==> src/rtl/bip8_pkg.sv <==
package bip8_pkg;
   // Comparison readiness: no frame seen, first frame running, reference held
   typedef enum logic [1:0] {
      PH_IDLE  = 2'd0,
      PH_FIRST = 2'd1,
      PH_RUN   = 2'd2
   } frm_phase_t;
endpackage

==> src/rtl/bip8_frame_timer.sv <==
module bip8_frame_timer
   import bip8_pkg::*;
#(
   parameter int FRAME_BYTES = 9720,
   parameter int B1_OFFSET   = 1080
) (
   input  logic clk,
   input  logic rst_n,
   input  logic frm_start,
   output logic b1_hit
);
   localparam int POS_W = $clog2(FRAME_BYTES + 1);
   localparam logic [POS_W-1:0] POS_B1  = POS_W'(B1_OFFSET);
   localparam logic [POS_W-1:0] POS_END = POS_W'(FRAME_BYTES - 1);

   generate
      if (B1_OFFSET < 1 || B1_OFFSET >= FRAME_BYTES) begin : g_bad_offset
         $error("B1_OFFSET must lie inside the frame and after its first byte");
      end
   endgenerate

   frm_phase_t       phase_q;
   logic [POS_W-1:0] pos_q;

   always_ff @(posedge clk or negedge rst_n) begin
      if (!rst_n) begin
         phase_q <= PH_IDLE;
      end else if (frm_start) begin
         case (phase_q)
            PH_IDLE:  phase_q <= PH_FIRST;
            default:  phase_q <= PH_RUN;
         endcase
      end
   end

   // pos_q holds the offset of the current byte when frm_start is low
   always_ff @(posedge clk or negedge rst_n) begin
      if (!rst_n) begin
         pos_q <= '0;
      end else if (frm_start) begin
         pos_q <= POS_W'(1);
      end else if (phase_q != PH_IDLE && pos_q != POS_END) begin
         pos_q <= pos_q + POS_W'(1);
      end
   end

   assign b1_hit = (phase_q == PH_RUN) && !frm_start && (pos_q == POS_B1);


   b1_single_chk: assert property (@(posedge clk) disable iff (!rst_n)
      b1_hit |=> !b1_hit);


   b1_needs_ref_chk: assert property (@(posedge clk) disable iff (!rst_n)
      (phase_q != PH_RUN) |-> !b1_hit);
endmodule

==> src/rtl/bip8_parity_acc.sv <==
module bip8_parity_acc #(
   parameter int DATA_W = 8
) (
   input  logic              clk,
   input  logic              rst_n,
   input  logic              frm_start,
   input  logic [DATA_W-1:0] scr_byte,
   output logic [DATA_W-1:0] ref_par
);
   generate
      if (DATA_W < 1) begin : g_bad_width
         $error("DATA_W must be at least 1");
      end
   endgenerate

   logic [DATA_W-1:0] acc_q;
   logic [DATA_W-1:0] ref_q;

   // One independent even-parity lane per bit position
   for (genvar b = 0; b < DATA_W; b++) begin : g_lane
      always_ff @(posedge clk or negedge rst_n) begin
         if (!rst_n) begin
            acc_q[b] <= 1'b0;
            ref_q[b] <= 1'b0;
         end else if (frm_start) begin
            acc_q[b] <= scr_byte[b];
            ref_q[b] <= acc_q[b];
         end else begin
            acc_q[b] <= acc_q[b] ^ scr_byte[b];
         end
      end
   end

   assign ref_par = ref_q;


   ref_hold_chk: assert property (@(posedge clk) disable iff (!rst_n)
      !frm_start |=> $stable(ref_q));
endmodule

==> src/rtl/bip8_mismatch.sv <==
module bip8_mismatch #(
   parameter int DATA_W = 8,
   parameter int INC_W  = $clog2(DATA_W + 1)
) (
   input  logic [DATA_W-1:0] ref_par,
   input  logic [DATA_W-1:0] b1_byte,
   output logic [INC_W-1:0]  nbits
);
   logic [DATA_W-1:0] diff;

   assign diff = ref_par ^ b1_byte;

   always_comb begin
      nbits = '0;
      for (int i = 0; i < DATA_W; i++) begin
         nbits = nbits + INC_W'(diff[i]);
      end
   end
endmodule

==> src/rtl/bip8_err_counter.sv <==
module bip8_err_counter #(
   parameter int CNT_W = 16,
   parameter int INC_W = 4
) (
   input  logic             clk,
   input  logic             rst_n,
   input  logic             inc_en,
   input  logic [INC_W-1:0] inc_val,
   input  logic             clr,
   output logic [CNT_W-1:0] count,
   output logic             pulse
);
   localparam logic [CNT_W-1:0] CNT_MAX = '1;

   generate
      if (CNT_W < INC_W) begin : g_bad_cnt
         $error("CNT_W must hold a full per-frame increment");
      end
   endgenerate

   logic [CNT_W-1:0] cnt_q;
   logic [CNT_W-1:0] base;
   logic [CNT_W:0]   sum;

   assign base = clr ? '0 : cnt_q;
   assign sum  = {1'b0, base} + (CNT_W + 1)'(inc_val);

   always_ff @(posedge clk or negedge rst_n) begin
      if (!rst_n) begin
         cnt_q <= '0;
         pulse <= 1'b0;
      end else begin
         pulse <= inc_en && (inc_val != '0);
         if (inc_en) begin
            cnt_q <= sum[CNT_W] ? CNT_MAX : sum[CNT_W-1:0];
         end else begin
            cnt_q <= base;
         end
      end
   end

   assign count = cnt_q;


   count_sat_chk: assert property (@(posedge clk) disable iff (!rst_n)
      (!clr && cnt_q == CNT_MAX) |=> (cnt_q == CNT_MAX));


   count_mono_chk: assert property (@(posedge clk) disable iff (!rst_n)
      !clr |=> (cnt_q >= $past(cnt_q)));


   clr_zero_chk: assert property (@(posedge clk) disable iff (!rst_n)
      (clr && !inc_en) |=> (cnt_q == '0));
endmodule

==> src/rtl/bip8_frame_monitor.sv <==
module bip8_frame_monitor #(
   parameter int DATA_W      = 8,
   parameter int FRAME_BYTES = 9720,
   parameter int B1_OFFSET   = 1080,
   parameter int CNT_W       = 16
) (
   input  logic              clk,
   input  logic              rst_n,
   input  logic              frm_start,
   input  logic [DATA_W-1:0] scr_byte,
   input  logic [DATA_W-1:0] dscr_byte,
   input  logic              rd_clr,
   output logic [CNT_W-1:0]  err_count,
   output logic              err_pulse
);
   localparam int INC_W = $clog2(DATA_W + 1);
   localparam logic [CNT_W-1:0] CNT_MAX = '1;

   logic              b1_hit;
   logic [DATA_W-1:0] ref_par;
   logic [INC_W-1:0]  nbits;

   bip8_frame_timer #(
      .FRAME_BYTES (FRAME_BYTES),
      .B1_OFFSET   (B1_OFFSET)
   ) u_timer (
      .clk       (clk),
      .rst_n     (rst_n),
      .frm_start (frm_start),
      .b1_hit    (b1_hit)
   );

   bip8_parity_acc #(
      .DATA_W (DATA_W)
   ) u_acc (
      .clk       (clk),
      .rst_n     (rst_n),
      .frm_start (frm_start),
      .scr_byte  (scr_byte),
      .ref_par   (ref_par)
   );

   bip8_mismatch #(
      .DATA_W (DATA_W),
      .INC_W  (INC_W)
   ) u_cmp (
      .ref_par (ref_par),
      .b1_byte (dscr_byte),
      .nbits   (nbits)
   );

   bip8_err_counter #(
      .CNT_W (CNT_W),
      .INC_W (INC_W)
   ) u_cnt (
      .clk     (clk),
      .rst_n   (rst_n),
      .inc_en  (b1_hit),
      .inc_val (nbits),
      .clr     (rd_clr),
      .count   (err_count),
      .pulse   (err_pulse)
   );


   pulse_moves_count_chk: assert property (@(posedge clk) disable iff (!rst_n)
      err_pulse |-> ($past(rd_clr) || err_count != $past(err_count) || err_count == CNT_MAX));


   pulse_single_chk: assert property (@(posedge clk) disable iff (!rst_n)
      err_pulse |=> !err_pulse);
endmodule

==> config.mk <==
export PLATFORM = sky130hd
export DESIGN_NAME = bip8_frame_monitor
export DESIGN_NICKNAME = d
export VERILOG_FILES = /design/src/rtl/bip8_pkg.sv /design/src/rtl/bip8_frame_timer.sv /design/src/rtl/bip8_parity_acc.sv /design/src/rtl/bip8_mismatch.sv /design/src/rtl/bip8_err_counter.sv /design/src/rtl/bip8_frame_monitor.sv
export SDC_FILE = /design/constraint.sdc
export NUM_CORES = 1
export LEC_CHECK = 0
export ABC_AREA = 1
export BUFFER_PORTS_ARGS = -buffer_cell sky130_fd_sc_hd__buf_2
export CAP_MARGIN = 15
export CORE_AREA = 2 2 84 119
export DETAILED_ROUTE_END_ITERATION = 6
export DIE_AREA = 0 0 86 121
export HOLD_SLACK_MARGIN = 0.1
export MAX_ROUTING_LAYER = met4
export PLACE_DENSITY = 0.6
export SLEW_MARGIN = 30
export SYNTH_ARGS = -nofsm -noshare
export SYNTH_HDL_FRONTEND = slang
export SYNTH_SLANG_ARGS = --single-unit
==> constraint.sdc <==
create_clock -name clk -period 6.27 [get_ports clk]
set_input_delay 0.3135 -clock clk [delete_from_list [all_inputs] [get_ports clk]]
set_output_delay 0.3135 -clock clk [all_outputs]
set_load 0.01 [all_outputs]
Word level (Yosys, flattened, before mapping)

Cells that the tools add are included.

Bits of input ports: 20
Register bits: 49
Output and inout bits: 17
Logic and storage cells: 64

$add $sub $neg: 9
Bitwise gates (word level): 9
Eq/ne operators: 3
Reduce and logical (&&, ||, !) cells: 9
Muxes and demuxes: 14

Operators with widths:

| kind                                                               | count |
|---|---|
| 16-bit two-way mux                                                 | 3 |
| 14-bit two-way mux                                                 | 2 |
| 4-bit by 1-bit adder with 4-bit output                             | 6 |
| 16-bit by 4-bit adder with 17-bit output                           | 1 |
| 14-bit by 1-bit adder with 14-bit output (second input constant)   | 1 |
| 14-bit by 11-bit == test with 1-bit output (second input constant) | 1 |
| 14-bit inequality test (second input constant)                     | 1 |
| 1-bit two-way mux                                                  | 8 |
| 1-bit XOR                                                          | 8 |
| 8-bit XOR                                                          | 1 |
| 1-bit logical AND                                                  | 4 |
| 2-bit nonzero test                                                 | 2 |
| 4-bit nonzero test                                                 | 1 |
| 1-bit by 1-bit adder with 2-bit output                             | 1 |
| 2-bit == test (second input constant)                              | 1 |
| 2-bit zero test                                                    | 1 |
| 2-bit two-way mux                                                  | 1 |
| 1-bit zero test                                                    | 1 |

Logic depth before layout (Yosys ltp)

Word-level depth: 11
Mapped depth: 18
Mapped depth without buffers: 18

Hierarchy

A second synthesis with hierarchy kept.

Cell total of the unflattened synthesis: 478
Area total of the unflattened synthesis: 3494.6 sq um

By module, submodules not included:

| module           | instances | cells each | area each (sq um) | seq. area each (sq um) |
|---|---|---|---|---|
| bip8_err_counter | 1         | 174        | 1347.5            | 425.4 |
| bip8_frame_timer | 1         | 149        | 1058.5            | 400.4 |
| bip8_parity_acc  | 1         | 92         | 759.5             | 400.4 |
| bip8_mismatch    | 1         | 63         | 329.1             | 0.0 |

Worst setup path before layout

Ideal clock, no wire load.

Kind: register -> register
Start: reg u_acc.ref_q[0] (netlist: u_acc.ref_par[0])
End: reg u_cnt.cnt_q[12] (netlist: u_cnt.count[12])
Data required time: 6.143 ns
Library setup time: 0.127 ns
Cell stages (with the launch flop): 17
Clock period less this slack: 4.147 ns
Data arrival time: 4.020 ns
Path slack: 2.123 ns
Path buffers: 0
Cells stage by stage: dfrtp_1 xor2_1 ha_1 fa_1 inv_1 fa_1 fa_1 fa_1 fa_1 inv_1 nand3_1 nand2_1 nand3_2 nor2_4 nand2_1 nand2_1 nand3_1

Cells in the longest elaborated chain, start to end: 11

RTL lines:

| what                                                | RTL line               | text |
|---|---|---|
| start, declared                                     | bip8_parity_acc.sv:17  | `logic [DATA_W-1:0] ref_q;` |
| start signal, assigned by index                     | bip8_parity_acc.sv:27  | `ref_q[b] <= acc_q[b];` |
| 8-bit XOR                                           | bip8_mismatch.sv:11    | `assign diff = ref_par ^ b1_byte;` |
| 1-bit by 1-bit adder with 2-bit output              | bip8_mismatch.sv:16    | `nbits = nbits + INC_W'(diff[i]);` |
| 4-bit by 1-bit adder with 4-bit output (6 in a row) | bip8_mismatch.sv:16    |  |
| 16-bit by 4-bit adder with 17-bit output            | bip8_err_counter.sv:26 | `assign sum = {1'b0, base} + (CNT_W + 1)'(inc_val);` |
| 16-bit two-way mux                                  | bip8_err_counter.sv:35 | `cnt_q <= sum[CNT_W] ? CNT_MAX : sum[CNT_W-1:0];` |
| 16-bit two-way mux                                  | bip8_err_counter.sv:34 | `if (inc_en) begin` |
| end signal, assigned                                | bip8_err_counter.sv:35 |  |
| end signal, assigned                                | bip8_err_counter.sv:37 | `cnt_q <= base;` |
| end, declared                                       | bip8_err_counter.sv:21 | `logic [CNT_W-1:0] cnt_q;` |

Every way passes these cells.
A chain may end at the register's enable or synchronous reset.

Final worst setup path

Start: reg u_acc.ref_q[0] (netlist: u_acc.ref_par[0])
End: reg u_cnt.cnt_q[10] (netlist: u_cnt.count[10])

Same word-level chain as after synthesis.

==> qor.txt <==
Drt first pass iters = 6
Layout cells sized above 1 = 14.9%
Die area = 10400 um2
First-pass GRT wire length = 12100 um
Yosys top cell by area = dfrtp_1
Total track usage = 14.9%
CP Max Fanout = 7
Gates resized, CTS repair = 0
Worst-path clk slew = 0.07 ns
Fmax = 227 MHz
Root buffer cell = clkbuf_16
1st-iter DRT viols = 126
Slew headroom = 39.7%
Yosys warns = 0
Worst slack, placed = 1.79 ns
Crit path DAT = 4.59 ns
Io pins = 37
GRT overflow = 0
Final Slew Violations = 0
Drt total wl = 7060 um
Synth cell types = 34
Antenna viol nets, final = 0
Register area share after synthesis = 38.4%
Vias in the first global route = 2641
Worst vdd ir = 0.109 mV
Worst Tran Pin Value = 0.905 ns
DP Wirelength = 5300 um
Synth Instances = 424
Chip height = 121 um
Fin util = 39.1%
Vias = 2725
Initial antenna violation count = 0
Syn Nets = 458
Storage cell area = 1230 um2
Setup violators final = 0
Setup ws final = 1.86 ns
Layout filler cell count = 965
CTS tree = yes
Pwr Total = 852 uW
Critical-path cell list = xor2_1 -> ha_1 -> fa_1 -> inv_1 -> fa_1 -> fa_1 -> fa_1 -> fa_1 -> inv_1 -> nand3_1 -> nand2_1 -> nand3_2 -> nor2_4 -> nand2_1 -> nand2_1 -> nand3_1
Fin crit share = 70.4%
Area delta synth->final = 13.7%
Total negative slack = 0 ns
Maxcap violations = 0
H-tree lvl count = 2
Final #Nets = 495
CP Data Required Time = 6.45 ns
Worst setup SP type = register
Status = finished clean
Mapped Area = 3200 um2
Worst R2R Setup Slack = 1.86 ns
Final hold slack = 0.113 ns
Worst setup EP type = register
Antenna Cells = 0
Hold buffer count at CTS = 0
Cell area after layout = 3640 um2
# rows = 42
RSZ-0062 raised after global routing = false
Top cell type's share of synthesized area = 38.4%
Core Area = 9300 um2
Crit Path Category = reg -> reg
Area after DPL = 3480 um2
Largest stage delay, worst path = 0.54 ns
Crit Reg-Reg Endpoint = u_cnt.count[10]$_DFF_PN0_
Worst reg-to-reg path cell count = 16
Cell count after placement = 564
Routability cong. = 0.831
Port Buffers = 36
Remaining DRCs = 0
Fin crit period = 4.41 ns
Number of CTS-inserted buffers = 5
Leak Pwr = 1.84 nW
Min-delay worst type = in -> async
CTS max path bufs = 2
Die X = 86 um
Top area cells in the synthesized netlist = dfrtp_1 38%, nand2_1 15%, inv_1 6.5%
Pwr per Cell Area = 234 nW/um2
Yosys reg bits = 49
Vias per cell = 4.76
Largest net degree at the start of global routing = 50
Area occupied by multi-input gates = 1700 um2
Routed wire per std cell = 12.3 um
Worst clock skew = 0.00923 ns
Worst R2R Start = u_acc.ref_par[0]$_DFFE_PN0P_
Synthesized area per cell = 7.54 um2
Slowest CP cell = fa_1
Final cell count without fillers = 572
Clk Latency, worst-skew pair = 0.30 ns
Initial core utilization = 34.4%
CP most frequent cell = fa_1
Hold Fails Final Rpt = 0
Clk sink count = 49
Setup Buffers After CTS = 0
## registers in the layout, indices dropped and copies added (netlist names)
name,cells
u_timer.pos_q,14
u_cnt.pulse,1
u_acc.acc_q,8
u_timer.phase_q,2
u_acc.ref_par,8
u_cnt.count,16
## routing by layer
metal / part of all wire, % / global-route usage (%)
met1: 41 / 16.2
met2: 52 / 26.6
met3: 4.2 / 2.04
met4: 2.4 / 6.45
met5: 0 / -
## placed cells by master, fill, tap and decap left out, drive strengths merged, types with 4 or more instances in the layout
| master | instances |
|---|---|
| nand2 | 134 |
| dfrtp | 49 |
| nor2 | 56 |
| buf | 37 |
| nand4 | 16 |
| a31oi | 4 |
| xnor2 | 5 |
| clkbuf | 5 |
| inv | 58 |
| ha | 9 |
| fa | 5 |
| nand3 | 40 |
| nor3 | 4 |
| xor2 | 18 |
| o21ai | 9 |
## cells by family after synthesis
| family | after synthesis | share of synthesized area (%) |
|---|---|---|
| AOI/OAI and AO/OA | 19 | 3.37 |
| xor gates and xnor gates | 23 | 6.30 |
| adders and majority gates | 14 | 6.65 |
| buffers and inverters | 65 | 8.38 |
| DFF | 49 | 38.4 |
| and+or+nand+nor | 254 | 36.9 |
## how the worst max path moves through the flow
stage                                            start                         to  slack [ns]  cells past startpoint
after floorplan           u_acc.ref_par[0]$_DFFE_PN0P_  u_cnt.count[12]$_DFF_PN0_        2.12                     16
after global placement                    dscr_byte[0]  u_cnt.count[12]$_DFF_PN0_        1.91                     17
after CTS                 u_acc.ref_par[0]$_DFFE_PN0P_  u_cnt.count[10]$_DFF_PN0_        1.83                     16
final                     u_acc.ref_par[0]$_DFFE_PN0P_  u_cnt.count[10]$_DFF_PN0_        1.86                     16
after global routing      u_acc.ref_par[0]$_DFFE_PN0P_  u_cnt.count[12]$_DFF_PN0_        1.63                     16
after detailed placement                  dscr_byte[0]  u_cnt.count[10]$_DFF_PN0_        1.79                     17
## layout make-up
cell class,count,area share [%]
sequential,49,33.7
tap,110,3.79
clock inverter,3,0.791
timing repair buffer,37,5.16
clock buffer,5,3.44
inverter,58,6.26
multi-input combinational,310,46.8
## synth_stat cells
library cell,instances
nor3_1,4
nor3b_1,1
nand4_2,1
or2_2,1
clkbuf_1,1
nor2_2,3
nor2b_1,1
nand2_4,2
fa_1,5
nand3_2,1
nand2_2,5
a21oi_1,3
a31oi_1,4
ha_1,9
nand3_1,38
buf_1,2
inv_1,55
nand4_1,15
o21ai_0,9
dfrtp_1,49
buf_4,1
buf_2,2
o21bai_1,3
xnor2_1,5
nand3b_1,1
nand3_4,1
inv_2,1
nor2_1,46
xor2_1,18
nor2_4,6
clkinv_4,2
nor2_8,1
nand2_1,127
buf_6,1
## critical path: cells and delay by family (launching register included)
| kind | cells | cell delay [ns] |
|---|---|---|
| flops | 1 | 0.39 |
| xor+xnor | 1 | 0.15 |
| buf+inv | 2 | 0.12 |
| fa+ha+maj | 6 | 2.83 |
| simple gates | 7 | 0.80 |
## power by group
group	internal, mW	leakage [nW]	switching (mW)	total [mW]
combinational	0.0921	1.12	0.127	0.219
sequential	0.334	0.641	0.0124	0.346
clock	0.153	0.0763	0.133	0.286
Note: power is estimated with default switching activity, not from simulation.
